File: src/rtl/mli_pkg.sv
package mli_pkg;
    typedef enum logic [2:0] {
        ST_IDLE,
        ST_CHECK,
        ST_HOLD,
        ST_RUN,
        ST_FAULT
    } mli_state_e;
endpackage

File: src/rtl/mli_phase_level.sv
// Staircase level of one phase from its cycle position and the angle table.
module mli_phase_level #(
    parameter int CYCLE = 1_000_000,
    parameter int N_ANG = 15,
    parameter int CW    = 20,
    parameter int LW    = 5
) (
    input  logic [CW-1:0]        pos_i,
    input  logic [CW-1:0]        tbl_i [N_ANG],
    output logic signed [LW-1:0] lvl_o
);
    localparam int HALF    = CYCLE / 2;
    localparam int QUARTER = CYCLE / 4;

    logic          neg;
    logic [CW-1:0] rel;
    logic [CW-1:0] fold;
    logic [LW-1:0] steps;

    always_comb begin
        neg   = (pos_i >= CW'(HALF));
        rel   = neg ? (pos_i - CW'(HALF)) : pos_i;
        fold  = (rel < CW'(QUARTER)) ? rel : (CW'(HALF - 1) - rel);
        steps = '0;
        for (int i = 0; i < N_ANG; i++) begin
            if (tbl_i[i] <= fold) begin
                steps = steps + LW'(1);
            end
        end
        lvl_o = neg ? -$signed(steps) : $signed(steps);
    end
endmodule

File: src/rtl/mli_level_decode.sv
// Signed level to upper-switch commands: magnitude bits, then polarity.
module mli_level_decode #(
    parameter int LW    = 5,
    parameter int PAIRS = 5
) (
    input  logic signed [LW-1:0] lvl_i,
    output logic [PAIRS-1:0]     up_o,
    output logic                 illegal_o
);
    logic          neg;
    logic [LW-1:0] abs_v;

    always_comb begin
        neg       = lvl_i[LW-1];
        abs_v     = neg ? LW'(-lvl_i) : LW'(lvl_i);
        up_o      = {neg, abs_v[LW-2:0]};
        illegal_o = neg && ((abs_v[LW-2:0] == '0) || abs_v[LW-1]);
    end
endmodule

File: src/rtl/mli_deadtime.sv
// One complementary pair with a guaranteed all-off gap before any turn-on.
module mli_deadtime #(
    parameter int DEAD = 200
) (
    input  logic clk,
    input  logic rst,
    input  logic active_i,
    input  logic cmd_i,
    output logic hi_o,
    output logic lo_o
);
    localparam int DW = $clog2(DEAD + 1);

    logic          hi_q, lo_q, hi_d, lo_d;
    logic [DW-1:0] idle_q, idle_d;

    always_comb begin
        hi_d = hi_q;
        lo_d = lo_q;
        if (!active_i) begin
            hi_d = 1'b0;
            lo_d = 1'b0;
        end else if (hi_q && !cmd_i) begin
            hi_d = 1'b0;
        end else if (lo_q && cmd_i) begin
            lo_d = 1'b0;
        end else if (!hi_q && !lo_q && (idle_q == DW'(DEAD))) begin
            hi_d = cmd_i;
            lo_d = !cmd_i;
        end
        if (hi_d || lo_d) begin
            idle_d = '0;
        end else if (idle_q == DW'(DEAD)) begin
            idle_d = idle_q;
        end else begin
            idle_d = idle_q + DW'(1);
        end
    end

    always_ff @(posedge clk) begin
        if (rst) begin
            hi_q   <= 1'b0;
            lo_q   <= 1'b0;
            idle_q <= '0;
        end else begin
            hi_q   <= hi_d;
            lo_q   <= lo_d;
            idle_q <= idle_d;
        end
    end

    assign hi_o = hi_q;
    assign lo_o = lo_q;
endmodule

File: src/rtl/mli_gate_gen.sv
// Three-phase staircase gate pattern generator with table check and dead time.
module mli_gate_gen
    import mli_pkg::*;
#(
    parameter int CYCLE   = 1_000_000,
    parameter int N_ANG   = 15,
    parameter int DEAD    = 200,
    parameter int OFF_B   = 333_333,
    parameter int OFF_C   = 666_667,
    localparam int CW     = $clog2(CYCLE),
    localparam int IW     = $clog2(N_ANG),
    localparam int LW     = $clog2(N_ANG + 1) + 1,
    localparam int PAIRS  = LW,
    localparam int GW     = 3 * 2 * PAIRS
) (
    input  logic                 clk,
    input  logic                 rst,
    input  logic                 en,
    input  logic                 wr_en,
    input  logic [IW-1:0]        wr_idx,
    input  logic [CW-1:0]        wr_cnt,
    output logic [GW-1:0]        gate_o,
    output logic signed [LW-1:0] lvl_a_o,
    output logic signed [LW-1:0] lvl_b_o,
    output logic signed [LW-1:0] lvl_c_o,
    output logic [CW-1:0]        pos_o
);
    localparam int QUARTER = CYCLE / 4;
    localparam int HW      = $clog2(DEAD + 1);
    localparam int OFFS [3] = '{0, OFF_B, OFF_C};

    mli_state_e st_q, st_d;

    logic [CW-1:0]        tbl_q [N_ANG];
    logic [IW-1:0]        chk_q, chk_nxt;
    logic [HW-1:0]        hold_q;
    logic [CW-1:0]        cnt_q;
    logic                 chk_last, chk_fail, hold_done;
    logic                 running, illegal_any, gates_active;
    logic [CW-1:0]        ph_pos [3];
    logic signed [LW-1:0] ph_lvl [3];
    logic signed [LW-1:0] lvl_q  [3];
    logic [PAIRS-1:0]     ph_up  [3];
    logic [2:0]           ph_bad;

    // table scan during CHECK
    always_comb begin
        chk_last  = (chk_q == IW'(N_ANG - 1));
        chk_nxt   = chk_last ? chk_q : (chk_q + IW'(1));
        chk_fail  = chk_last ? (tbl_q[chk_q] >= CW'(QUARTER))
                             : (tbl_q[chk_q] >= tbl_q[chk_nxt]);
        hold_done = (hold_q == HW'(DEAD - 1));
    end

    // next-state logic
    always_comb begin
        st_d = st_q;
        unique case (st_q)
            ST_IDLE:  if (en) st_d = ST_CHECK;
            ST_CHECK: begin
                if (!en)           st_d = ST_IDLE;
                else if (chk_fail) st_d = ST_FAULT;
                else if (chk_last) st_d = ST_HOLD;
            end
            ST_HOLD: begin
                if (!en)            st_d = ST_IDLE;
                else if (hold_done) st_d = ST_RUN;
            end
            ST_RUN: begin
                if (!en)              st_d = ST_IDLE;
                else if (illegal_any) st_d = ST_FAULT;
            end
            ST_FAULT: if (!en) st_d = ST_IDLE;
            default:  st_d = ST_IDLE;
        endcase
    end

    // state register
    always_ff @(posedge clk) begin
        if (rst) st_q <= ST_IDLE;
        else     st_q <= st_d;
    end

    // table, scan index, hold timer and cycle counter
    always_ff @(posedge clk) begin
        if (rst) begin
            for (int i = 0; i < N_ANG; i++) begin
                tbl_q[i] <= CW'((i + 1) * QUARTER / (N_ANG + 1));
            end
            chk_q  <= '0;
            hold_q <= '0;
            cnt_q  <= '0;
        end else begin
            if ((st_q == ST_IDLE) && wr_en && (wr_idx < IW'(N_ANG))) begin
                tbl_q[wr_idx] <= wr_cnt;
            end
            chk_q  <= (st_q == ST_CHECK) ? chk_nxt : '0;
            hold_q <= (st_q == ST_HOLD) ? (hold_q + HW'(1)) : '0;
            if (st_q != ST_RUN)               cnt_q <= '0;
            else if (cnt_q == CW'(CYCLE - 1)) cnt_q <= '0;
            else                              cnt_q <= cnt_q + CW'(1);
        end
    end

    assign running      = (st_q == ST_RUN);
    assign illegal_any  = |ph_bad;
    assign gates_active = running && !illegal_any;

    genvar p, k;
    generate
        for (p = 0; p < 3; p++) begin : g_phase
            if (p == 0) begin : g_ref
                assign ph_pos[p] = cnt_q;
            end else begin : g_lag
                assign ph_pos[p] = (cnt_q >= CW'(OFFS[p])) ? (cnt_q - CW'(OFFS[p]))
                                                          : (cnt_q + CW'(CYCLE - OFFS[p]));
            end

            mli_phase_level #(.CYCLE(CYCLE), .N_ANG(N_ANG), .CW(CW), .LW(LW)) u_level (
                .pos_i (ph_pos[p]),
                .tbl_i (tbl_q),
                .lvl_o (ph_lvl[p])
            );

            mli_level_decode #(.LW(LW), .PAIRS(PAIRS)) u_decode (
                .lvl_i     (lvl_q[p]),
                .up_o      (ph_up[p]),
                .illegal_o (ph_bad[p])
            );

            for (k = 0; k < PAIRS; k++) begin : g_pair
                mli_deadtime #(.DEAD(DEAD)) u_dt (
                    .clk      (clk),
                    .rst      (rst),
                    .active_i (gates_active),
                    .cmd_i    (ph_up[p][k]),
                    .hi_o     (gate_o[p*2*PAIRS + 2*k]),
                    .lo_o     (gate_o[p*2*PAIRS + 2*k + 1])
                );
            end
        end
    endgenerate

    // registered level and position outputs
    always_ff @(posedge clk) begin
        if (rst) begin
            for (int i = 0; i < 3; i++) lvl_q[i] <= '0;
            pos_o <= '0;
        end else begin
            for (int i = 0; i < 3; i++) lvl_q[i] <= running ? ph_lvl[i] : '0;
            pos_o <= running ? cnt_q : '0;
        end
    end

    assign lvl_a_o = lvl_q[0];
    assign lvl_b_o = lvl_q[1];
    assign lvl_c_o = lvl_q[2];
endmodule

File: config.mk
export PLATFORM = sky130hd
export DESIGN_NAME = mli_gate_gen
export DESIGN_NICKNAME = d
export VERILOG_FILES = /design/src/rtl/mli_pkg.sv /design/src/rtl/mli_phase_level.sv /design/src/rtl/mli_level_decode.sv /design/src/rtl/mli_deadtime.sv /design/src/rtl/mli_gate_gen.sv
export SDC_FILE = /design/constraint.sdc
export NUM_CORES = 2
export LEC_CHECK = 0
export BUFFER_PORTS_ARGS = -buffer_cell sky130_fd_sc_hd__buf_2
export CAP_MARGIN = 0
export CORE_ASPECT_RATIO = 1.4
export CORE_MARGIN = 5
export CORE_UTILIZATION = 30
export CTS_CLUSTER_SIZE = 25
export DETAILED_ROUTE_END_ITERATION = 10
export GPL_ROUTABILITY_DRIVEN = 0
export PLACE_DENSITY = 0.51
export SLEW_MARGIN = 0
export SYNTH_ARGS = -nofsm -noshare
export SYNTH_HDL_FRONTEND = slang
export SYNTH_SLANG_ARGS = --single-unit
export TNS_END_PERCENT = 20
File: constraint.sdc
create_clock -name clk -period 17.7 [get_ports clk]
set_input_delay 4.425 -clock clk [delete_from_list [all_inputs] [get_ports clk]]
set_output_delay 4.425 -clock clk [all_outputs]
set_load 0.01 [all_outputs]
-- After elaboration in Yosys (flattened, before gate mapping)
Memory sizes are Yosys's and may differ from the RTL's.
Cells that the tools add are included.
- memories: 1
- bits of input ports: 28
- bits in writable memories: 15
- word-level logic and storage cells: 604
- flip-flop bits (word level): 505
- add/sub/neg operators: 76
- equality and inequality tests: 28
- order comparisons: 60
- multiplexer cells: 209
- reduce and logical (&&, ||, !) cells: 156
- bitwise logic cells: 9
- memories (name ; depth ; bits a word ; rd ports ; clocked after Yosys merged registers in ; write ports ; RTL line ; RTL):
    lvl_q ; 3 ; 5 ; 3 ; 0 ; 3 ; mli_gate_gen.sv:42 ; logic signed [LW-1:0] lvl_q [3];
- operators by type and width (operator ; count):
    $le A20 B20 Y1 ; 45
    $bwmux W300 ; 1
    $mux W5 ; 54
    $mux W20 ; 13
    $add A5 B1 Y5 const B ; 39
    $bmux W20 S4 ; 2
    $add A8 B1 Y8 const B ; 16
    $eq A8 B8 Y1 const B ; 16
    $mux W1 ; 127
    $demux W20 S4 ; 1
    $ge A20 B19 Y1 const B ; 4
    $sub A20 B19 Y20 const B ; 4
    $logic_and A1 B1 Y1 ; 67
    $lt A20 B18 Y1 const B ; 3
    $sub A19 B20 Y20 const A ; 3
    $logic_not A1 Y1 ; 46
    $reduce_or A2 Y1 ; 18
    $neg A5 Y5 ; 6
    $mux W3 ; 9
    $add A20 B1 Y20 const B ; 1
    $add A20 B19 Y20 const B ; 1
    $add A20 B20 Y20 const B ; 1
    $eq A20 B20 Y1 const B ; 1
    $ge A20 B18 Y1 const B ; 1
    26 further kinds ; 59

-- Logic depth before layout (Yosys ltp)
- depth after elaboration: 40
- gate-level depth with buffers: 78
- mapped depth without buffers: 75

-- Cells and area by module
From an unflattened synthesis, not the netlist that was laid out.
- cells, all modules: 6736
- area, all modules: 57036.0 um2
- modules (own cells, without submodules) (module ; cells each ; area each (um2) ; times used ; seq. area each (um2)):
    mli_gate_gen ; 2259 ; 19799.0 ; 1 ; 7407.1
    mli_phase_level at g_phase[2].u_level ; 1197 ; 9716.8 ; 1 ; 0.0
    mli_phase_level at g_phase[0].u_level ; 1181 ; 9359.0 ; 1 ; 0.0
    mli_phase_level at g_phase[1].u_level ; 1178 ; 9347.7 ; 1 ; 0.0
    mli_deadtime ; 58 ; 564.3 ; 15 ; 200.2
    mli_level_decode ; 17 ; 116.4 ; 3 ; 0.0

-- Worst setup path before layout
No wires, ideal clock.
- path type: reg2reg
- start: reg cnt_q[0]
- end: mem lvl_q[1][4] (netlist: lvl_q[0][9])
- arrival time: 15.019 ns
- clock period less this slack: 15.079 ns
- cell stages (with the launch flop): 77
- path slack: 2.621 ns
- path through: dfxtp_1 -> clkbuf_1 -> inv_1 -> ha_1 -> nor2b_1 -> o21a_1 -> o311a_1 -> buf_2 -> a211o_1 -> nand2_1 -> ha_1 -> and3_1 -> o211ai_1 -> nand3_2 -> a41oi_1 -> nand4_1 -> a32o_2 -> nor4_4 -> (+41 left out) -> ha_1 -> mux2i_1 -> a31oi_1 -> ha_1 -> mux2_2 -> ha_1 -> mux2_2 -> ha_1 -> mux2_2 -> ha_1 -> mux2_2 -> ha_1 -> nand2b_1 -> nor2_1 -> a32o_1 -> or3_1 -> a211o_1 -> nand2_1
- RTL lines (what ; RTL line ; RTL):
    from (decl) ; mli_gate_gen.sv:37 ; logic [CW-1:0] cnt_q;
    from (signal assigned) ; mli_gate_gen.sv:101 ; else cnt_q <= cnt_q + CW'(1);
    to (decl) ; mli_gate_gen.sv:42 ;

==> flow_metrics.env <==
export IMPL_synthArstFlopShare_pct=0
export IMPL_clockRootBuffer="clkbuf_16"
export IMPL_period_needed_ns=16.81
export IMPL_synth_top_area_share_pct=22.83
export IMPL_cts_sinks=520
export IMPL_synth_edf_count=0
export IMPL_drc=0
export IMPL_worst_slew_pin_slew_ns=1.322
export IMPL_reg2reg_from="cnt_q[6]"
export IMPL_slowest_stage="dfxtp_1"
export IMPL_core_area_um2=179600
export IMPL_status="finished clean"
export IMPL_grt_first_pass_wirelength_um=335300
export IMPL_drt_initial_drc_count=4188
export IMPL_dr_pass1_iters=6
export IMPL_fmax_mhz=59.50
export IMPL_cellPowerDensity_nw_per_um2=60.05
export IMPL_num_rows=184
export IMPL_slew_viol_final=0
export IMPL_min_delay_worst_endpoint="hold_q[0]"
export IMPL_crit_required_ns=18.35
export IMPL_die_h_um=512.7
export IMPL_die_w_um=369.1
export IMPL_synthFlopType="dfxtp_1"
export IMPL_clockBufferDepth=3
export IMPL_synth_distinct_cells=115
export IMPL_drive_above_1_share_pct=11.65
export IMPL_ff2ff_path_depth=71
export IMPL_reg2reg_slack_ns=0.89
export IMPL_grt_pass1_vias=50256
export IMPL_io_buffer_count=92
export IMPL_critical_path_class="flop to flop"
export IMPL_synth_area_um2=54150
export IMPL_clkTransAtPathRegs_ns=0.06
export IMPL_multi_input_area_um2=42430
export IMPL_grt_ovfl_total=0
export IMPL_synth_fp_nets=7488
export IMPL_syn_to_final_growth_pct=11.91
export IMPL_cts_tree="yes"
export IMPL_worst_path_largest_cell_delay_ns=0.77
export IMPL_start_kind="flop"
export IMPL_synth_top_cell_by_area="ha_1"
export IMPL_antenna_left=0
export IMPL_final_hold_violation_count=0
export IMPL_synth_warnings=0
export IMPL_track_usage_pct=23.73
export IMPL_cpMostUsedCell="ha_1"
export IMPL_cts_hold_buffers=0
export IMPL_numCtsBuffers=68
export IMPL_dp_hpwl_um=184000
export IMPL_cap_violations=0
export IMPL_synth_seq_cells=520
export IMPL_peakVddDrop_v=0.00006761
export IMPL_grt_antenna_before_repair=11
export IMPL_critPathMaxFanout=15
export IMPL_min_path_cells=1
export IMPL_synth_area_leaders="ha_1, dfxtp_1, mux4_2"
export IMPL_clk_latency_ns=0.71
export IMPL_avgSynthCellArea_um2=8.366
export IMPL_num_vias=51349
export IMPL_relSlewSlack_pct=11.07
export IMPL_via_per_inst=5.771
export IMPL_startpoint="cnt_q[6]"
export IMPL_syn_inst=6472
export IMPL_min_from="hold_q[0]"
export IMPL_grt_max_degree=97
export IMPL_seqCellArea_um2=10420
export IMPL_synth_seq_area_share_pct=19.23
export IMPL_rsz0062_at_grt="no"
export IMPL_yosysMostFrequentCell="ha_1"
export IMPL_p_leak_nw=25.10
export IMPL_endpoint_kind="flop"
export IMPL_timing_final_crit_share_pct=94.95
export IMPL_skew_ns=0.04422
export IMPL_wl_per_cell_um=26.19
export IMPL_synth_common_cells="ha_1, nand2_1, dfxtp_1, a21oi_1, nor2_1"
export IMPL_htree_levels=3
export IMPL_final_setup_viol_count=0
export IMPL_r2r_end="lvl_q[0][9]"
export IMPL_arrival_ns=17.45
export IMPL_io_pins=93
export IMPL_utilization_pct=33.74
export IMPL_nets=7530
export IMPL_dieArea_um2=189200
export IMPL_tns_ns=0
export IMPL_routed_wl_um=233100
export IMPL_n_fill_cell=18754
export IMPL_hold_slack_ns=0.4677
export IMPL_start_util_pct=30.15
export IMPL_hold_class="flop to flop"
## per-layer routing
metal,vias up,track usage [%],share of wire (%),wire length [um]
met5,-,0,0.017,40
met4,6,22.88,12,28130
met3,808,3.460,5.6,13160
met2,2152,39.70,46,107200
met1,24596,25.43,36,84560
li1,23787,-,-,-
## stage by stage
stage	total power, mW	instance area (um^2)	worst slack (ns)	instances
after CTS	3.672	60460	0.4957	8893
final	3.639	60600	0.8933	8898
after global placement	2.132	58080	0.9370	8768
after detailed placement	2.152	58080	0.5415	8768
after floorplan	1.921	54150	2.621	6472
after global routing	3.816	60590	0.04461	8895
## logic make-up (layout without fill, tap and decap cells)
| logic type | count (synthesis) | after routing | synth area share [%] |
|---|---|---|---|
| xor+xnor | 388 | 388 | 6.607 |
| compound gates | 1395 | 1395 | 15.97 |
| other cells | 0 | 4 | 0 |
| fa+ha+maj | 999 | 999 | 23.03 |
| flops | 520 | 520 | 19.23 |
| buf+inv | 462 | 559 | 3.561 |
| mux | 254 | 254 | 8.441 |
| simple gates | 2454 | 2454 | 23.16 |
## critical path: cells and delay by family (launching register included)
family | cells | cell delay, ns
AO/OA/AOI/OAI | 23 | 5.08
XOR/XNOR | 1 | 0.31
adder cells (fa/ha/maj) | 15 | 4.53
buffers and inverters | 3 | 0.51
flip-flops | 1 | 0.77
multiplexers | 6 | 1.59
AND/OR/NAND/NOR | 23 | 3.91
## worst max-delay path by stage
| stage | slack [ns] | to | depth (start not counted) |
|---|---|---|---|
| floorplan | 2.62 | lvl_q[0][9] | 76 |
| global placement | 0.94 | lvl_q[0][14] | 69 |
| detailed placement | 0.54 | lvl_q[0][14] | 69 |
| CTS | 0.50 | lvl_q[0][14] | 69 |
| global route | 0.04 | lvl_q[0][9] | 72 |
| finish | 0.89 | lvl_q[0][9] | 71 |
## repair_timing
item                                    4_1_cts  5_1_grt
setup buffers                                 0        0
endpoints found under the setup margin        0        8
resized for setup                             0       22
## placed cells by master (no fill, tap or decap), drive strengths merged, types with 15 or more instances in the layout
| master | instances |
|---|---|
| nor4 | 32 |
| o21a | 47 |
| and3 | 67 |
| a211o | 16 |
| nor3b | 15 |
| a21oi | 519 |
| o31ai | 29 |
| mux2 | 18 |
| o22ai | 18 |
| or4b | 18 |
| clkbuf | 88 |
| nor3 | 93 |
| xor2 | 117 |
| and2 | 94 |
| clkinv | 25 |
| ha | 988 |
| inv | 157 |
| mux2i | 76 |
| xnor2 | 262 |
| nand4b | 25 |
| nand2b | 120 |
| a31oi | 30 |
| nand4 | 192 |
| mux4 | 160 |
| a211oi | 31 |
| nand3b | 135 |
| o21ai | 314 |
| nor2 | 392 |
| nand3 | 167 |
| o211ai | 35 |
| and4 | 30 |
| a21o | 211 |
| nor2b | 154 |
| buf | 274 |
| a21boi | 15 |
| nand2 | 841 |
| dfxtp | 520 |
| or2 | 20 |
| or3 | 24 |
## state kept, by name, summed over array words and instances (netlist names)
register                    count
tbl_q                         300
g_phase.g_pair.u_dt.idle_q    120
cnt_q                          20
pos_o                          20
g_phase.g_pair.u_dt.hi_o       15
g_phase.g_pair.u_dt.lo_o       15
lvl_q                          15
hold_q                          8
chk_q                           4
st_q                            3
## cell type report
cell class                      instances  share of cell area, %
Tap cell                             2325                  4.801
Clock buffer                           88                  3.099
Timing Repair Buffer                  274                  3.027
Sequential cell                       520                  17.20
Antenna cell                            4                0.01652
Multi-Input combinational cell       5490                  70.03
Clock inverter                         37                 0.8197
Inverter                              160                  1.010
## power by group
part	internal, mW	leakage (nW)	switching [mW]
Combinational	0.394	19.7	0.509
Clock	0.856	1.15	0.647
Sequential	1.19	4.21	0.0428
Note: power is estimated with default switching activity, not from simulation.
